### config.mk
export PLATFORM = sky130hd
export DESIGN_NAME = stereo_pdm_frontend
export DESIGN_NICKNAME = d
export VERILOG_FILES = /design/src/rtl/spdm_pkg.sv /design/src/rtl/spdm_bclk_gen.sv /design/src/rtl/spdm_cic.sv /design/src/rtl/stereo_pdm_frontend.sv
export SDC_FILE = /design/constraint.sdc
export NUM_CORES = 1
export LEC_CHECK = 0
export BUFFER_PORTS_ARGS = -buffer_cell sky130_fd_sc_hd__buf_2
export CAP_MARGIN = 30
export CORE_AREA = 2 2 183 257
export CTS_BUF_LIST = sky130_fd_sc_hd__clkbuf_16
export DETAILED_ROUTE_END_ITERATION = 10
export DIE_AREA = 0 0 185 259
export PLACE_DENSITY = 0.71
export SLEW_MARGIN = 20
export SYNTH_ARGS = -nofsm -noshare
export SYNTH_HDL_FRONTEND = slang
export SYNTH_SLANG_ARGS = --single-unit
### constraint.sdc
create_clock -name clk -period 15.4 [get_ports clk]
set_clock_uncertainty 0.1 [all_clocks]
set_input_delay 1.54 -clock clk [delete_from_list [all_inputs] [get_ports clk]]
set_output_delay 1.54 -clock clk [all_outputs]
set_load 0.02 [all_outputs]
### src/rtl/spdm_pkg.sv
package spdm_pkg;

   typedef enum logic {
      EDGE_RISE = 1'b0,
      EDGE_FALL = 1'b1
   } spdm_edge_e;

   typedef struct packed {
      logic pol_high;
      logic swap;
      logic inv;
   } spdm_ctrl_t;

   function automatic int cic_growth(input int order, input int dec_log2);
      return order * dec_log2;
   endfunction

endpackage

### src/rtl/spdm_bclk_gen.sv
module spdm_bclk_gen
   import spdm_pkg::*;
#(
   parameter int HALF_DIV = 2,
   parameter int DEC_LOG2 = 7
) (
   input  logic       clk,
   input  logic       rst_n,
   input  logic       mic_sel,
   input  logic       frame_stb,
   output logic       bclk,
   output logic       run,
   output logic       start_stb,
   output logic       smp_stb,
   output spdm_edge_e smp_edge,
   output logic       bnd_stb
);

   localparam int DIV_W = (HALF_DIV > 2) ? $clog2(HALF_DIV) : 1;
   localparam logic [DIV_W-1:0] DIV_LAST = DIV_W'(HALF_DIV - 1);
   localparam logic [DIV_W-1:0] DIV_SMP  = DIV_W'(HALF_DIV - 2);

   generate
      if (HALF_DIV < 2) begin : g_bad_div
         $error("spdm_bclk_gen: HALF_DIV must be 2 or more");
      end
      if (DEC_LOG2 < 1) begin : g_bad_dec
         $error("spdm_bclk_gen: DEC_LOG2 must be 1 or more");
      end
   endgenerate

   logic [DIV_W-1:0]    div_q;
   logic [DEC_LOG2-1:0] slot_q;
   logic                bnd_q;
   logic                live;

   assign live      = run & mic_sel;
   assign start_stb = mic_sel & frame_stb & ~run;

   always_ff @(posedge clk) begin
      if (!rst_n)          run <= 1'b0;
      else if (!mic_sel)   run <= 1'b0;
      else if (frame_stb)  run <= 1'b1;
   end

   always_ff @(posedge clk) begin
      if (!rst_n || !live)       div_q <= '0;
      else if (div_q == DIV_LAST) div_q <= '0;
      else                        div_q <= div_q + 1'b1;
   end

   always_ff @(posedge clk) begin
      if (!rst_n || !live)        bclk <= 1'b0;
      else if (div_q == DIV_LAST) bclk <= ~bclk;
   end

   assign smp_stb  = live & (div_q == DIV_SMP);
   assign smp_edge = bclk ? EDGE_FALL : EDGE_RISE;

   always_ff @(posedge clk) begin
      if (!rst_n || !live)    slot_q <= '0;
      else if (smp_stb && bclk) slot_q <= slot_q + 1'b1;
   end

   always_ff @(posedge clk) begin
      if (!rst_n || !live) bnd_q <= 1'b0;
      else                 bnd_q <= smp_stb & bclk & (&slot_q);
   end

   assign bnd_stb = bnd_q & live;

endmodule

### src/rtl/spdm_cic.sv
module spdm_cic
   import spdm_pkg::*;
#(
   parameter int ORDER    = 3,
   parameter int DEC_LOG2 = 7,
   parameter int OUT_W    = 16
) (
   input  logic             clk,
   input  logic             rst_n,
   input  logic             active,
   input  logic             smp_stb,
   input  logic             smp_pulse,
   input  logic             dump_stb,
   input  logic             invert,
   output logic [OUT_W-1:0] pcm,
   output logic             vld
);

   localparam int GROW   = cic_growth(ORDER, DEC_LOG2);
   localparam int ACC_W  = GROW + 2;
   localparam int SHIFT  = GROW - (OUT_W - 1);
   localparam int FILL_W = $clog2(ORDER + 1);
   localparam logic [FILL_W-1:0] FILL_FULL = FILL_W'(ORDER);
   localparam logic [FILL_W-1:0] FILL_EMIT = FILL_W'(ORDER - 1);
   localparam logic signed [ACC_W:0] PCM_MAX = (ACC_W + 1)'((2 ** (OUT_W - 1)) - 1);
   localparam logic signed [ACC_W:0] PCM_MIN = -PCM_MAX - 1;

   generate
      if (ORDER < 1) begin : g_bad_order
         $error("spdm_cic: ORDER must be 1 or more");
      end
      if (SHIFT < 0) begin : g_bad_shift
         $error("spdm_cic: OUT_W too wide for the filter growth");
      end
   endgenerate

   logic signed [ACC_W-1:0] x_in;
   assign x_in = {{(ACC_W - 1){~smp_pulse}}, 1'b1};

   genvar g;
   generate
      for (g = 0; g < ORDER; g++) begin : g_int
         logic signed [ACC_W-1:0] acc_q;
         logic signed [ACC_W-1:0] acc_d;
         logic signed [ACC_W-1:0] feed;
         if (g == 0) begin : g_head
            assign feed = x_in;
         end else begin : g_tail
            assign feed = g_int[g-1].acc_d;
         end
         assign acc_d = acc_q + feed;
         always_ff @(posedge clk) begin
            if (!rst_n || !active) acc_q <= '0;
            else if (smp_stb)      acc_q <= acc_d;
         end
      end

      for (g = 0; g < ORDER; g++) begin : g_comb
         logic signed [ACC_W-1:0] dly_q;
         logic signed [ACC_W-1:0] src;
         logic signed [ACC_W-1:0] diff;
         if (g == 0) begin : g_head
            assign src = g_int[ORDER-1].acc_q;
         end else begin : g_tail
            assign src = g_comb[g-1].diff;
         end
         assign diff = src - dly_q;
         always_ff @(posedge clk) begin
            if (!rst_n || !active) dly_q <= '0;
            else if (dump_stb)     dly_q <= src;
         end
      end
   endgenerate

   logic signed [ACC_W:0] full_x;
   logic signed [ACC_W:0] signd;
   logic signed [ACC_W:0] scaled;
   logic signed [ACC_W:0] clipped;
   logic [FILL_W-1:0]     fill_q;
   logic                  emit;

   assign full_x  = (ACC_W + 1)'(g_comb[ORDER-1].diff);
   assign signd   = invert ? -full_x : full_x;
   assign scaled  = signd >>> SHIFT;
   assign clipped = (scaled > PCM_MAX) ? PCM_MAX :
                    (scaled < PCM_MIN) ? PCM_MIN : scaled;
   assign emit    = active & dump_stb & (fill_q >= FILL_EMIT);

   always_ff @(posedge clk) begin
      if (!rst_n || !active)                   fill_q <= '0;
      else if (dump_stb && fill_q != FILL_FULL) fill_q <= fill_q + 1'b1;
   end

   always_ff @(posedge clk) begin
      if (!rst_n) begin
         pcm <= '0;
         vld <= 1'b0;
      end else begin
         vld <= emit;
         if (emit) pcm <= clipped[OUT_W-1:0];
      end
   end

endmodule

### src/rtl/stereo_pdm_frontend.sv
module stereo_pdm_frontend
   import spdm_pkg::*;
#(
   parameter int HALF_DIV = 2,
   parameter int DEC_LOG2 = 7,
   parameter int ORDER    = 3,
   parameter int OUT_W    = 16
) (
   input  logic             clk,
   input  logic             rst_n,
   input  logic             frame_stb,
   input  logic             mic_sel,
   input  logic             pol_high,
   input  logic             ch_swap,
   input  logic             out_inv,
   input  logic [1:0]       ch_en,
   input  logic             mic_data,
   output logic             mic_bclk,
   output logic [OUT_W-1:0] pcm_left,
   output logic [OUT_W-1:0] pcm_right,
   output logic             left_vld,
   output logic             right_vld
);

   localparam int NCH = 2;

   logic       run;
   logic       start_stb;
   logic       smp_stb;
   spdm_edge_e smp_edge;
   logic       bnd_stb;
   logic       period_start;
   spdm_ctrl_t ctrl_q;
   logic       smp_pulse;

   logic [NCH-1:0]   armed_q;
   logic [NCH-1:0]   active;
   logic [NCH-1:0]   ch_smp;
   logic [OUT_W-1:0] pcm_ch [NCH];
   logic [NCH-1:0]   vld_ch;

   spdm_bclk_gen #(
      .HALF_DIV (HALF_DIV),
      .DEC_LOG2 (DEC_LOG2)
   ) u_bclk (
      .clk       (clk),
      .rst_n     (rst_n),
      .mic_sel   (mic_sel),
      .frame_stb (frame_stb),
      .bclk      (mic_bclk),
      .run       (run),
      .start_stb (start_stb),
      .smp_stb   (smp_stb),
      .smp_edge  (smp_edge),
      .bnd_stb   (bnd_stb)
   );

   assign period_start = start_stb | bnd_stb;

   always_ff @(posedge clk) begin
      if (!rst_n)            ctrl_q <= '0;
      else if (period_start) ctrl_q <= '{pol_high: pol_high, swap: ch_swap, inv: out_inv};
   end

   assign smp_pulse = (mic_data == ctrl_q.pol_high);

   genvar c;
   generate
      for (c = 0; c < NCH; c++) begin : g_ch
         localparam logic IS_RIGHT = (c == 1);

         assign ch_smp[c] = smp_stb & ((smp_edge == EDGE_RISE) ^ ctrl_q.swap ^ IS_RIGHT);
         assign active[c] = armed_q[c] & ch_en[c] & mic_sel & run;

         always_ff @(posedge clk) begin
            if (!rst_n || !mic_sel || !ch_en[c]) armed_q[c] <= 1'b0;
            else if (period_start)               armed_q[c] <= 1'b1;
         end

         spdm_cic #(
            .ORDER    (ORDER),
            .DEC_LOG2 (DEC_LOG2),
            .OUT_W    (OUT_W)
         ) u_cic (
            .clk       (clk),
            .rst_n     (rst_n),
            .active    (active[c]),
            .smp_stb   (ch_smp[c]),
            .smp_pulse (smp_pulse),
            .dump_stb  (bnd_stb),
            .invert    (ctrl_q.inv),
            .pcm       (pcm_ch[c]),
            .vld       (vld_ch[c])
         );
      end
   endgenerate

   assign pcm_left  = pcm_ch[0];
   assign pcm_right = pcm_ch[1];
   assign left_vld  = vld_ch[0];
   assign right_vld = vld_ch[1];

endmodule

# == Word level (Yosys, flattened, before mapping) ==
# Index checks and enable logic that the tools add are counted.
# word_totals
register_bits,330
out_inout_bits,35
elab_cells,108
# op_classes
add_sub_neg,18
n_lt_le_gt_ge,6
eq_ne,3
muxes,7
n_bitwise,27
reduce_logical,19
# ops
cell,n
23-bit subtractor,6
23-bit adder,4
16-bit 2-to-1 mux,4
24-bit 2-to-1 mux,2
23-bit negator with 24-bit output,2
23-bit by 2-bit adder with 23-bit output,2
"18-bit by 16-bit greater-than comparator with 1-bit output, second input constant",2
"18-bit by 16-bit < comparator with 1-bit output, second input constant",2
1-bit bitwise AND,19
"7-bit by 1-bit adder with 7-bit output, second input constant",1
1-bit zero test,7
7-bit AND reduction,1
1-bit logical OR,6
1-bit NOT,6
"2-bit by 1-bit adder with 2-bit output, second input constant",2
"2-bit greater-or-equal comparator, second input constant",2
"2-bit != test, second input constant",2
1-bit logical AND,3
2-bit AND reduction,1
2-bit OR reduction,1
"1-bit adder, second input constant",1
1-bit equality test,1
1-bit 2-to-1 mux,1
1-bit bitwise OR,1
1-bit bitwise XOR,1

# == Logic depth before layout (Yosys ltp) ==
# Gate-level depths: netlist (run 1).
# logic_depth
word_depth,8
mapped_depth,33
mapped_depth_nobuf,32

# == Hierarchy ==
# A second synthesis (run 1) with hierarchy kept.
# hier_totals
cells_unflattened,3111
area_unflattened_um2,25652.1
# modules_own_cells
mod,n_inst,cells_each,area_each_um2
spdm_cic (g_ch[1].u_cic),1,1510,12555.8
spdm_cic (g_ch[0].u_cic),1,1525,12395.6
spdm_bclk_gen,1,51,467.9
stereo_pdm_frontend,1,25,232.7

# == Worst setup path before layout (run 1) ==
# No wires, ideal clock.
# synth_path
path_kind,input-to-reg
from,input port mic_data
to,register g_ch[0].u_cic.g_int[2].acc_q[22]
arrival_time_ps,9035
path_slack_ps,6194
path_stages,30
cell_sequence,xor2_1 -> ha_1 -> a21o_1 -> a21oi_1 -> o21bai_1 -> a21oi_1 -> nor2b_1 -> o21a_1 -> nor2_1 -> xnor2_1 -> ha_1 -> a21oi_1 -> nor2_1 -> a211oi_1 -> nand2_1 -> a31oi_1 -> xnor2_1 -> ha_1 -> a21o_1 -> a21o_1 -> a21o_1 -> a2111oi_0 -> o31ai_1 -> a21o_1 -> a21o_1 -> nand2_1 -> o2bb2ai_1 -> xnor3_1 -> or3_1 -> a21oi_1
# synth_via
elab_chain_len,5
# synth_rtl
element,line,source
start: declaration,stereo_pdm_frontend.sv:17,"input logic mic_data,"
1-bit equality test,stereo_pdm_frontend.sv:65,assign smp_pulse = (mic_data == ctrl_q.pol_high);
1-bit NOT,spdm_cic.sv:38,"assign x_in = {{(ACC_W - 1){~smp_pulse}}, 1'b1};"
23-bit by 2-bit adder with 23-bit output,spdm_cic.sv:51,assign acc_d = acc_q + feed;
net g_ch[0].u_cic.g_int[0].acc_d[7],spdm_cic.sv:44,logic signed [ACC_W-1:0] acc_d;
23-bit adder,spdm_cic.sv:51,
net g_ch[0].u_cic.g_int[1].acc_d[13],spdm_cic.sv:44,
23-bit adder,spdm_cic.sv:51,
end signal: assignment,spdm_cic.sv:53,if (!rst_n || !active) acc_q <= '0;
end signal: assignment,spdm_cic.sv:54,else if (smp_stb) acc_q <= acc_d;
end: declaration,spdm_cic.sv:43,logic signed [ACC_W-1:0] acc_q;
# The timed path passes the listed nets, and every way through them passes these cells.
# A chain may end at the register's enable or synchronous reset.

# == Final worst setup path (run 1) ==
# Ends and elaborated chain as after synthesis.

==> impl_metrics.env, run 1 <==
export IMPL_gp_congestion=0.841
export IMPL_max_stage_delay_ns=0.57
export IMPL_ys_seq_area_share_pct=26.6
export IMPL_syn_to_final_growth_pct=7.77
export IMPL_fin_total_pwr_mw=1.87
export IMPL_netlist_area_leader_share_pct=26.6
export IMPL_worst_pin_slew_ns=0.936
export IMPL_via_per_inst=5.57
export IMPL_synthCells=3275
export IMPL_cts_tree="yes"
export IMPL_grt_setup_unrepaired="false"
export IMPL_cts_root_buf="clkbuf_16"
export IMPL_postRouteWirelength_mm=53.4
export IMPL_final_period_utilization_pct=53.9
export IMPL_cp_start_kind="primary input"
export IMPL_yosys_top_cells_area="dfxtp_1 27%, ha_1 13%, nand2_1 8.9%"
export IMPL_whs_ns=0.352
export IMPL_cts_buffers=36
export IMPL_antenna_cells=0
export IMPL_grt_use_total_pct=22.1
export IMPL_cp_slowest_cell="a211oi_1"
export IMPL_rows=93
export IMPL_drv_cap=0
export IMPL_ys_warn_count=0
export IMPL_critPathMaxFanout=47
export IMPL_post_cts_resized=0
export IMPL_clk_path_buf_depth=3
export IMPL_grt_pass1_wl_mm=91.6
export IMPL_wl_per_cell_um=13.7
export IMPL_cp_arrival_ns=8.65
export IMPL_synth_top_area_cell="dfxtp_1"
export IMPL_worstSkewPairLatency_ns=0.53
export IMPL_mappedNetlistArea_mm2=0.0248
export IMPL_synth_edff_count=0
export IMPL_syn_nets=3564
export IMPL_synthArstFlopShare_pct=0
export IMPL_relSlewSlack_pct=37.3
export IMPL_slew_viol_final=0
export IMPL_holdCritPathClass="reg2reg"
export IMPL_syn_area_per_cell_um2=7.58
export IMPL_dieWidth_um=185
export IMPL_synth_main_ff_cell="dfxtp_1"
export IMPL_drc=0
export IMPL_crit_required_ns=15.76
export IMPL_synthTopCellsByCount="589 x nand2_1, 429 x a21oi_1, 330 x dfxtp_1"
export IMPL_min_period_ns=8.30
export IMPL_crit_path_end_kind="flip-flop"
export IMPL_cts_setup_buffers=0
export IMPL_io_pins=45
export IMPL_antenna_found_initial=0
export IMPL_dp_hpwl_mm=38.9
export IMPL_ys_types=87
export IMPL_firstDrtPassIters=5
export IMPL_crit_type="in2reg"
export IMPL_finalHoldViolations=0
export IMPL_crit_path_frequent_cell="a21o_1"
export IMPL_grt_overflow=0
export IMPL_die_y_um=259
export IMPL_drive_gt1_share_pct=5.37
export IMPL_fill_cells=4194
export IMPL_setup_violations_final=0
export IMPL_die_area_mm2=0.0479
export IMPL_synth_seq_cells=330
export IMPL_portBuffers=44
export IMPL_leakage_nw=10.6
export IMPL_vias=21691
export IMPL_outcome="completed"
export IMPL_max_freq_ghz=0.120
export IMPL_drt_initial_drc_count=797
export IMPL_ir_drop_mv=0.0695
export IMPL_start_util_pct=54.4
export IMPL_p_per_area_mw_per_mm2=69.9
export IMPL_synth_most_common_cell="nand2_1"
export IMPL_drtAntennaViolNets=0
export IMPL_nets=3544
export IMPL_grt_max_degree=103
export IMPL_clock_sinks=330
export IMPL_clk_pin_slew_worst_paths_ns=0.06
export IMPL_finalSetupTns_ns=0
export IMPL_core_area_mm2=0.0456
export IMPL_grt_pass1_vias=20839
export IMPL_cts_hold_buf=0
export IMPL_htree_levels=2
-- metrics by stage --
step	std cells	area, um2	worst slack (ns)	utilization (%)
floorplan	3275	24800	6.19	-
finish	3896	26700	7.10	58.6
global route	3896	26700	6.67	58.6
detailed placement	3831	25500	6.66	56.0
CTS	3893	26700	7.17	58.5
global placement	3830	25500	6.83	55.9
-- cell usage in the layout, fill, tap and decap left out, types with 17 or more instances in the layout --
cell,netlist,routed
xnor2_1,195,195
inv_1,206,209
ha_1,267,267
a21oi_1,429,429
a31oi_1,24,24
o21bai_1,30,30
xor2_1,74,73
nand2b_1,25,25
buf_2,5,45
o21ai_0,100,100
nand3_1,61,58
and3_1,31,30
nor3_1,60,56
a211oi_1,42,42
or3_1,17,17
o21a_1,40,40
nand2_1,589,587
dfxtp_1,330,330
o211ai_1,18,18
nor2b_1,38,38
nor2_1,236,236
o31ai_1,19,19
clkbuf_16,0,37
a21o_1,68,68
-- kinds of logic after synthesis --
logic type      count (synthesis)  synth area share, %
buf+inv                       324                 4.99
compound gates                923                 23.7
simple gates                 1136                 20.0
fa+ha+maj                     279                 14.4
mux                            10                0.424
flops                         330                 26.6
xor+xnor                      273                 9.84
-- worst paths after layout --
path	start	end	slack, ns	cells after the start
max	mic_data	g_ch[0].u_cic.g_comb[0].src[22]$_SDFFE_PP0P_	7.10	29
max reg2reg	g_ch[1].u_cic.g_comb[0].src[1]$_SDFFE_PP0P_	g_ch[1].u_cic.pcm[12]$_SDFFE_PN0P_	7.25	31
min reg2reg	g_ch[1].u_cic.g_comb[2].dly_q[4]$_SDFFE_PP0P_	g_ch[1].u_cic.g_comb[2].dly_q[4]$_SDFFE_PP0P_	0.35	2
min	g_ch[1].u_cic.g_comb[2].dly_q[4]$_SDFFE_PP0P_	g_ch[1].u_cic.g_comb[2].dly_q[4]$_SDFFE_PP0P_	0.35	2
-- per-layer routing --
metal | GRT usage [%] | share of wire (%) | vias up
met5 | 0 | 0 | -
li1 | - | - | 11369
met3 | 2.54 | 2.6 | 88
met4 | 6.92 | 2.4 | 0
met2 | 40.5 | 49 | 272
met1 | 26.7 | 46 | 9962
-- critical path: cells and delay by family --
| kind | cells | cell delay, ns |
|---|---|---|
| adder cells (fa/ha/maj) | 3 | 1.09 |
| buffers and inverters | 3 | 0.90 |
| XOR/XNOR | 4 | 0.89 |
| AND/OR/NAND/NOR | 7 | 1.12 |
| AO/OA/AOI/OAI | 12 | 3.08 |
-- state kept, by name, summed over array words and instances (netlist names), 2 cells and up --
name and cells:
g_ch.u_cic.fill_q 4, g_ch.u_cic.g_int.acc_q 92, u_bclk.slot_q 7, g_ch.u_cic.pcm 32, armed_q 2, g_ch.u_cic.g_comb.dly_q 138
g_ch.u_cic.vld 2, ctrl_q 3, g_ch.u_cic.g_comb.src 46
-- where the power goes --
part | internal (mW) | switching, mW | total, mW
logic | 0.0626 | 0.0958 | 0.158
clock network | 0.502 | 0.353 | 0.856
registers | 0.854 | 0.00113 | 0.855
total | 1.42 | 0.450 | 1.87
-- cell type report --
cell class                 count  area (um2)  area share, %
multi-input combinational   2621       17100           63.8
sequential                   330        6610           24.7
clock buffer                  37         926           3.46
inverter                     206         773           2.89
tap                          617         772           2.89
timing repair buffer          60         378           1.41
clock inverter                25         223          0.833
Note: power is estimated with default switching activity, not from simulation.
==> run 2: changes to the inputs <==
==> constraint.sdc (replaced) <==
create_clock -name clk -period 7.91 [get_ports clk]
set_clock_uncertainty 0.1 [all_clocks]
set_input_delay 0.791 -clock clk [delete_from_list [all_inputs] [get_ports clk]]
set_output_delay 0.791 -clock clk [all_outputs]
set_load 0.02 [all_outputs]
==> run 2 against run 1 <==
Effect of this change: core utilization rose by 0.058 points; sequential power grew 95%; non-clock buffer count is 5 higher; worst setup slack worse by 6.5 ns; clock power grew 93%; sequential share of layout area about the same; clock-buffer cell count is 1 lower.
==> impl_metrics.env, run 2 (synthesized netlist as in run 1, its figures left out) <==
export IMPL_grt_max_degree=104
export IMPL_cts_root_buf="clkbuf_16"
export IMPL_worstHoldPathCells=2
export IMPL_ir_drop_mv=0.109
export IMPL_finalSetupTns_ns=0
export IMPL_max_stage_delay_ns=0.47
export IMPL_setup_slack_ns=0.571
export IMPL_final_cell_mix="587 x nand2_1, 429 x a21oi_1, 330 x dfxtp_1, 267 x ha_1, 236 x nor2_1"
export IMPL_drt_initial_drc_count=1026
export IMPL_fill_cells=4141
export IMPL_grt_setup_unrepaired="false"
export IMPL_postRouteWirelength_mm=54.0
export IMPL_core_area_mm2=0.0456
export IMPL_cts_tree="yes"
export IMPL_drv_cap=0
export IMPL_crit_type="reg2reg"
export IMPL_worst_pin_slew_ns=1.00
export IMPL_nets=3548
export IMPL_relSlewSlack_pct=32.9
export IMPL_fin_cells=3899
export IMPL_start_util_pct=54.4
export IMPL_setup_violations_final=0
export IMPL_via_per_inst=5.62
export IMPL_grt_use_total_pct=22.3
export IMPL_gp_congestion=0.927
export IMPL_crit_required_ns=8.23
export IMPL_dpl_worst_slack_ns=0.486
export IMPL_vias=21896
export IMPL_p_per_area_mw_per_mm2=136
export IMPL_min_period_ns=7.34
export IMPL_cp_slowest_cell="dfxtp_1"
export IMPL_holdCritPathClass="reg2reg"
export IMPL_antenna_found_initial=0
export IMPL_io_pins=45
export IMPL_final_common_cell="nand2_1"
export IMPL_htree_levels=2
export IMPL_drtAntennaViolNets=0
export IMPL_whs_ns=0.352
export IMPL_clock_sinks=330
export IMPL_finalHoldViolations=0
export IMPL_regMostFlops="g_ch.u_cic.g_comb.dly_q"
export IMPL_worstSkewPairLatency_ns=0.54
export IMPL_portBuffers=44
export IMPL_crit_path_frequent_cell="ha_1"
export IMPL_antenna_cells=0
export IMPL_placed_cells=3835
export IMPL_outcome="completed"
export IMPL_final_core_util_pct=58.7
export IMPL_drc=0
export IMPL_firstDrtPassIters=5
export IMPL_r2r_slack_ns=0.57
export IMPL_largest_reg_flops=138
export IMPL_crit_path_end_kind="flip-flop"
export IMPL_cp_start_kind="flip-flop"
export IMPL_drive_gt1_share_pct=5.48
export IMPL_leakage_nw=10.6
export IMPL_max_freq_ghz=0.136
export IMPL_grt_pass1_wl_mm=92.3
export IMPL_dieWidth_um=185
export IMPL_wl_per_cell_um=13.8
export IMPL_cts_buffers=35
export IMPL_reg2regPathDepth=33
export IMPL_clk_path_buf_depth=3
export IMPL_final_period_utilization_pct=92.8
export IMPL_die_y_um=259
export IMPL_grt_pass1_vias=20950
export IMPL_cts_hold_buf=0
export IMPL_die_area_mm2=0.0479
export IMPL_dp_hpwl_mm=39.1
export IMPL_critPathMaxFanout=15
export IMPL_cp_arrival_ns=7.66
export IMPL_slew_viol_final=0
export IMPL_syn_to_final_growth_pct=7.87
export IMPL_clk_pin_slew_worst_paths_ns=0.06
export IMPL_rows=93
export IMPL_grt_overflow=0
## run 2: final cells by class
class                      instances  area [um2]  share of cell area [%]
sequential                       330        6610                    24.7
tap                              617         772                    2.88
multi-input combinational       2621       17100                    63.8
clock inverter                    24         233                   0.869
clock buffer                      36         901                    3.37
timing repair buffer              65         403                    1.51
inverter                         206         773                    2.89
## run 2: worst paths after layout
| kind | from | endpoint |
|---|---|---|
| setup / recovery | g_ch[1].u_cic.g_comb[0].src[1]$_SDFFE_PP0P_ | g_ch[1].u_cic.pcm[1]$_SDFFE_PN0P_ |
| hold / removal | g_ch[1].u_cic.g_comb[2].dly_q[16]$_SDFFE_PP0P_ | g_ch[1].u_cic.g_comb[2].dly_q[16]$_SDFFE_PP0P_ |
| setup reg to reg | g_ch[1].u_cic.g_comb[0].src[1]$_SDFFE_PP0P_ | g_ch[1].u_cic.pcm[1]$_SDFFE_PN0P_ |
| hold reg to reg | g_ch[1].u_cic.g_comb[2].dly_q[16]$_SDFFE_PP0P_ | g_ch[1].u_cic.g_comb[2].dly_q[16]$_SDFFE_PP0P_ |
## run 2: worst max-delay path, delay by kind of cell (launching register included)
kind / cells / cell delay [ns]
multiplexers: 2 / 0.45
adder cells (fa/ha/maj): 3 / 1.00
AO/OA/AOI/OAI: 14 / 2.70
XOR/XNOR: 2 / 0.32
flip-flops: 1 / 0.47
buffers and inverters: 2 / 0.43
AND/OR/NAND/NOR: 10 / 1.74
## run 2: timing repair
| action | in CTS | in global routing |
|---|---|---|
| endpoints found under the setup margin | 0 | 15 |
| gates resized for setup | 0 | 3 |
| buffers inserted | 0 | 3 |
## run 2: layer usage
layer,vias up,routed length [um],global-route usage [%]
li1,11361,-,-
met1,10054,24500,26.8
met2,373,26200,40.7
met3,108,1860,2.67
met4,0,1460,7.56
met5,-,0,0
## run 2: metrics by stage
stage / area, um2 / total power [mW]
finish: 26800 / 3.63
global route: 26800 / 3.77
CTS: 26700 / 3.67
detailed placement: 25600 / 2.01
global placement: 25600 / 2.00
floorplan: 24800 / 1.95
## run 2: where the power goes
group          internal [mW]  leakage [nW]  switching [mW]
Clock                  0.958         0.564           0.693
Combinational          0.123          7.42           0.189
Sequential              1.66          2.66         0.00211
Total                   2.74          10.6           0.884
==> run 3: changes to the inputs <==
--- a/config.mk
+++ b/config.mk
@@ -7,12 +7,13 @@
 export LEC_CHECK = 0
 export BUFFER_PORTS_ARGS = -buffer_cell sky130_fd_sc_hd__buf_2
 export CAP_MARGIN = 30
-export CORE_AREA = 2 2 183 257
+export CORE_AREA = 2 2 186 261
 export CTS_BUF_LIST = sky130_fd_sc_hd__clkbuf_16
 export DETAILED_ROUTE_END_ITERATION = 10
-export DIE_AREA = 0 0 185 259
+export DIE_AREA = 0 0 188 263
 export PLACE_DENSITY = 0.71
 export SLEW_MARGIN = 20
 export SYNTH_ARGS = -nofsm -noshare
 export SYNTH_HDL_FRONTEND = slang
+export SYNTH_HIERARCHICAL = 1
 export SYNTH_SLANG_ARGS = --single-unit
==> run 3 against run 2 <==
Effect of this change: die area up 3.2%; sequential cell count unchanged; worst hold slack worse by 0.0017 ns; via count down 2.3%; critical path type unchanged; largest power group is now clock; highest routed layer unchanged.
==> impl_metrics.env, run 3 <==
export IMPL_synthArstFlopShare_pct=0
export IMPL_drtAntennaViolNets=0
export IMPL_synth_top_area_cell="dfxtp_1"
export IMPL_vias=21395
export IMPL_synth_most_common_cell="nor2_1"
export IMPL_outcome="completed"
export IMPL_finalSetupTns_ns=0
export IMPL_dieWidth_um=188
export IMPL_synth_main_ff_cell="dfxtp_1"
export IMPL_p_comb_share_pct=8.3
export IMPL_regMostFlops="g_ch.u_cic/g_comb.dly_q"
export IMPL_ys_seq_area_share_pct=25.8
export IMPL_hp_start="u_bclk/slot_q[6]$_SDFFE_PP0P_"
export IMPL_synthCells=3111
export IMPL_rr_startpoint="g_ch[1].u_cic/g_comb[0].src[1]$_SDFFE_PP0P_"
export IMPL_holdCritPathClass="reg2reg"
export IMPL_placed_cells=3693
export IMPL_fin_cells=3758
export IMPL_cts_root_buf="clkbuf_16"
export IMPL_antenna_found_initial=0
export IMPL_pwr_share_seq_pct=44.7
export IMPL_grt_pass1_wl_mm=90.3
export IMPL_gr_usage_met1_pct=24.4
export IMPL_io_pins=45
export IMPL_setup_violations_final=0
export IMPL_clk_path_buf_depth=3
export IMPL_grt_use_total_pct=20.7
export IMPL_die_y_um=263
export IMPL_mappedNetlistArea_mm2=0.0257
export IMPL_ys_warn_count=6
export IMPL_switching_share_pct=23.7
export IMPL_portBuffers=44
export IMPL_wl_per_cell_um=14.0
export IMPL_finalHoldViolations=0
export IMPL_yosys_top_cells_area="dfxtp_1 26%, ha_1 13%, mux2i_1 8.7%"
export IMPL_max_stage_delay_ns=0.59
export IMPL_grt_overflow=0
export IMPL_crit_start="g_ch[1].u_cic/g_comb[0].src[1]$_SDFFE_PP0P_"
export IMPL_syn_nets=3400
export IMPL_die_area_mm2=0.0494
export IMPL_drv_cap=0
export IMPL_worstSkewPairLatency_ns=0.53
export IMPL_netlist_area_leader_share_pct=25.8
export IMPL_worst_pin_slew_ns=0.904
export IMPL_core_area_mm2=0.0469
export IMPL_syn_area_per_cell_um2=8.25
export IMPL_nets=3398
export IMPL_synth_seq_cells=330
export IMPL_cp_start_kind="flip-flop"
export IMPL_max_freq_ghz=0.137
export IMPL_postRouteWirelength_mm=52.6
export IMPL_via_per_inst=5.69
export IMPL_gp_congestion=0.893
export IMPL_final_cell_mix="426 x nor2_1, 330 x dfxtp_1, 267 x ha_1, 224 x mux2i_1, 214 x inv_1"
export IMPL_grt_pass1_vias=20614
export IMPL_grt_setup_unrepaired="false"
export IMPL_largest_reg_flops=138
export IMPL_dp_hpwl_mm=39.2
export IMPL_start_util_pct=54.7
export IMPL_final_common_cell="nor2_1"
export IMPL_post_cts_resized=0
export IMPL_fin_total_pwr_mw=3.72
export IMPL_drive_gt1_share_pct=7.31
export IMPL_p_switching_uw=883
export IMPL_cp_slowest_cell="or4_1"
export IMPL_cp_arrival_ns=7.57
export IMPL_crit_path_end_kind="flip-flop"
export IMPL_ir_drop_mv=0.128
export IMPL_synth_edff_count=0
export IMPL_final_period_utilization_pct=92.0
export IMPL_p_int_mw=2.84
export IMPL_rows=94
export IMPL_antenna_cells=0
export IMPL_ys_types=106
export IMPL_drt_initial_drc_count=924
export IMPL_slew_viol_final=0
export IMPL_cts_hold_buf=0
export IMPL_drc=0
export IMPL_min_period_ns=7.27
export IMPL_firstDrtPassIters=5
export IMPL_syn_to_final_growth_pct=7.74
export IMPL_synthTopCellsByCount="427 x nor2_1, 330 x dfxtp_1, 267 x ha_1"
export IMPL_r2r_slack_ns=0.64
export IMPL_critPathMaxFanout=15
export IMPL_crit_type="reg2reg"
export IMPL_p_per_area_mw_per_mm2=135
export IMPL_clock_sinks=330
export IMPL_grt_max_degree=73
export IMPL_cts_buffers=36
export IMPL_busiest_layer="met2"
export IMPL_cts_tree="yes"
export IMPL_relSlewSlack_pct=39.7
export IMPL_grtUsageMet3_pct=2.05
export IMPL_grtUsageMet2_pct=38.8
export IMPL_htree_levels=2
export IMPL_cts_setup_buffers=0
export IMPL_p_clk_share_pct=47.0
export IMPL_crit_required_ns=8.21
export IMPL_leakage_nw=10.9
export IMPL_clk_pin_slew_worst_paths_ns=0.06
-- run 3: changes by cell type in the layout (fill, tap and decap cells not counted), moves of 12 or more --
cell	delta
o221a_2	-14
o211ai_1	+15
nand2_1	-441
a21oi_1	-224
nor2_1	+190
o21ai_0	+25
a21oi_2	+12
a31o_2	+12
o221a_1	-15
mux2i_1	+216
-- run 3: kinds of logic (layout without fill, tap and decap cells) --
group                      Yosys count  count (layout)  share of synthesized area (%)
AOI/OAI and AO/OA                  759             759                           20.1
DFF                                330             330                           25.8
and+or+nand+nor                    948             948                           17.6
adders and majority gates          279             279                           14.0
muxes                              231             231                           9.10
xor gates and xnor gates           250             250                           8.65
buffers and inverters              314             337                           4.90
-- run 3: final timing paths --
path,endpoint,cells past startpoint
setup / recovery,g_ch[1].u_cic/pcm[4]$_SDFFE_PN0P_,29
hold reg to reg,u_bclk/bnd_q$_SDFF_PP0_,2
hold / removal,u_bclk/bnd_q$_SDFF_PP0_,2
setup reg to reg,g_ch[1].u_cic/pcm[4]$_SDFFE_PN0P_,29
-- run 3: power by group through the flow --
| stage | Combinational (mW) | Sequential, mW | Clock [mW] |
|---|---|---|---|
| final | 0.311 | 1.66 | 1.75 |
| after global routing | 0.345 | 1.66 | 1.86 |
| after CTS | 0.308 | 1.66 | 1.80 |
| after detailed placement | 0.307 | 1.70 | 0 |
| after global placement | 0.293 | 1.70 | 0 |
| after floorplan | 0.245 | 1.70 | 0 |
-- run 3: critical path: cells and delay by family (launching register included) --
kind | cells | cell delay (ns)
flops | 1 | 0.47
buf+inv | 1 | 0.26
fa+ha+maj | 3 | 0.94
mux | 1 | 0.20
compound gates | 13 | 2.66
simple gates | 8 | 1.88
xor+xnor | 3 | 0.62
-- run 3: final cells by class --
class / count / area (um2)
Clock buffer: 37 / 926
Clock inverter: 26 / 299
Fill cell: 4111 / 19300
Inverter: 210 / 788
Multi-Input combinational cell: 2467 / 17800
Sequential cell: 330 / 6610
Tap cell: 624 / 781
Timing Repair Buffer: 64 / 410
-- run 3: per-stage QoR --
stage               hold WS (ns)  area [um2]  utilization, %  setup WS, ns
detailed placement         0.341       26400            56.2         0.210
floorplan                  0.324       25700               -         0.627
CTS                        0.348       27600            58.8         0.581
global placement           0.337       26300            56.1         0.399
global route               0.385       27600            58.9        0.0849
finish                     0.350       27600            58.9         0.637
-- run 3: layer usage --
layer	part of all wire [%]	routed length (um)	up-vias
li1	-	-	11086
met1	45	23700	9891
met2	50	26000	323
met3	2.8	1450	95
met4	2.6	1360	0
met5	0	0	-
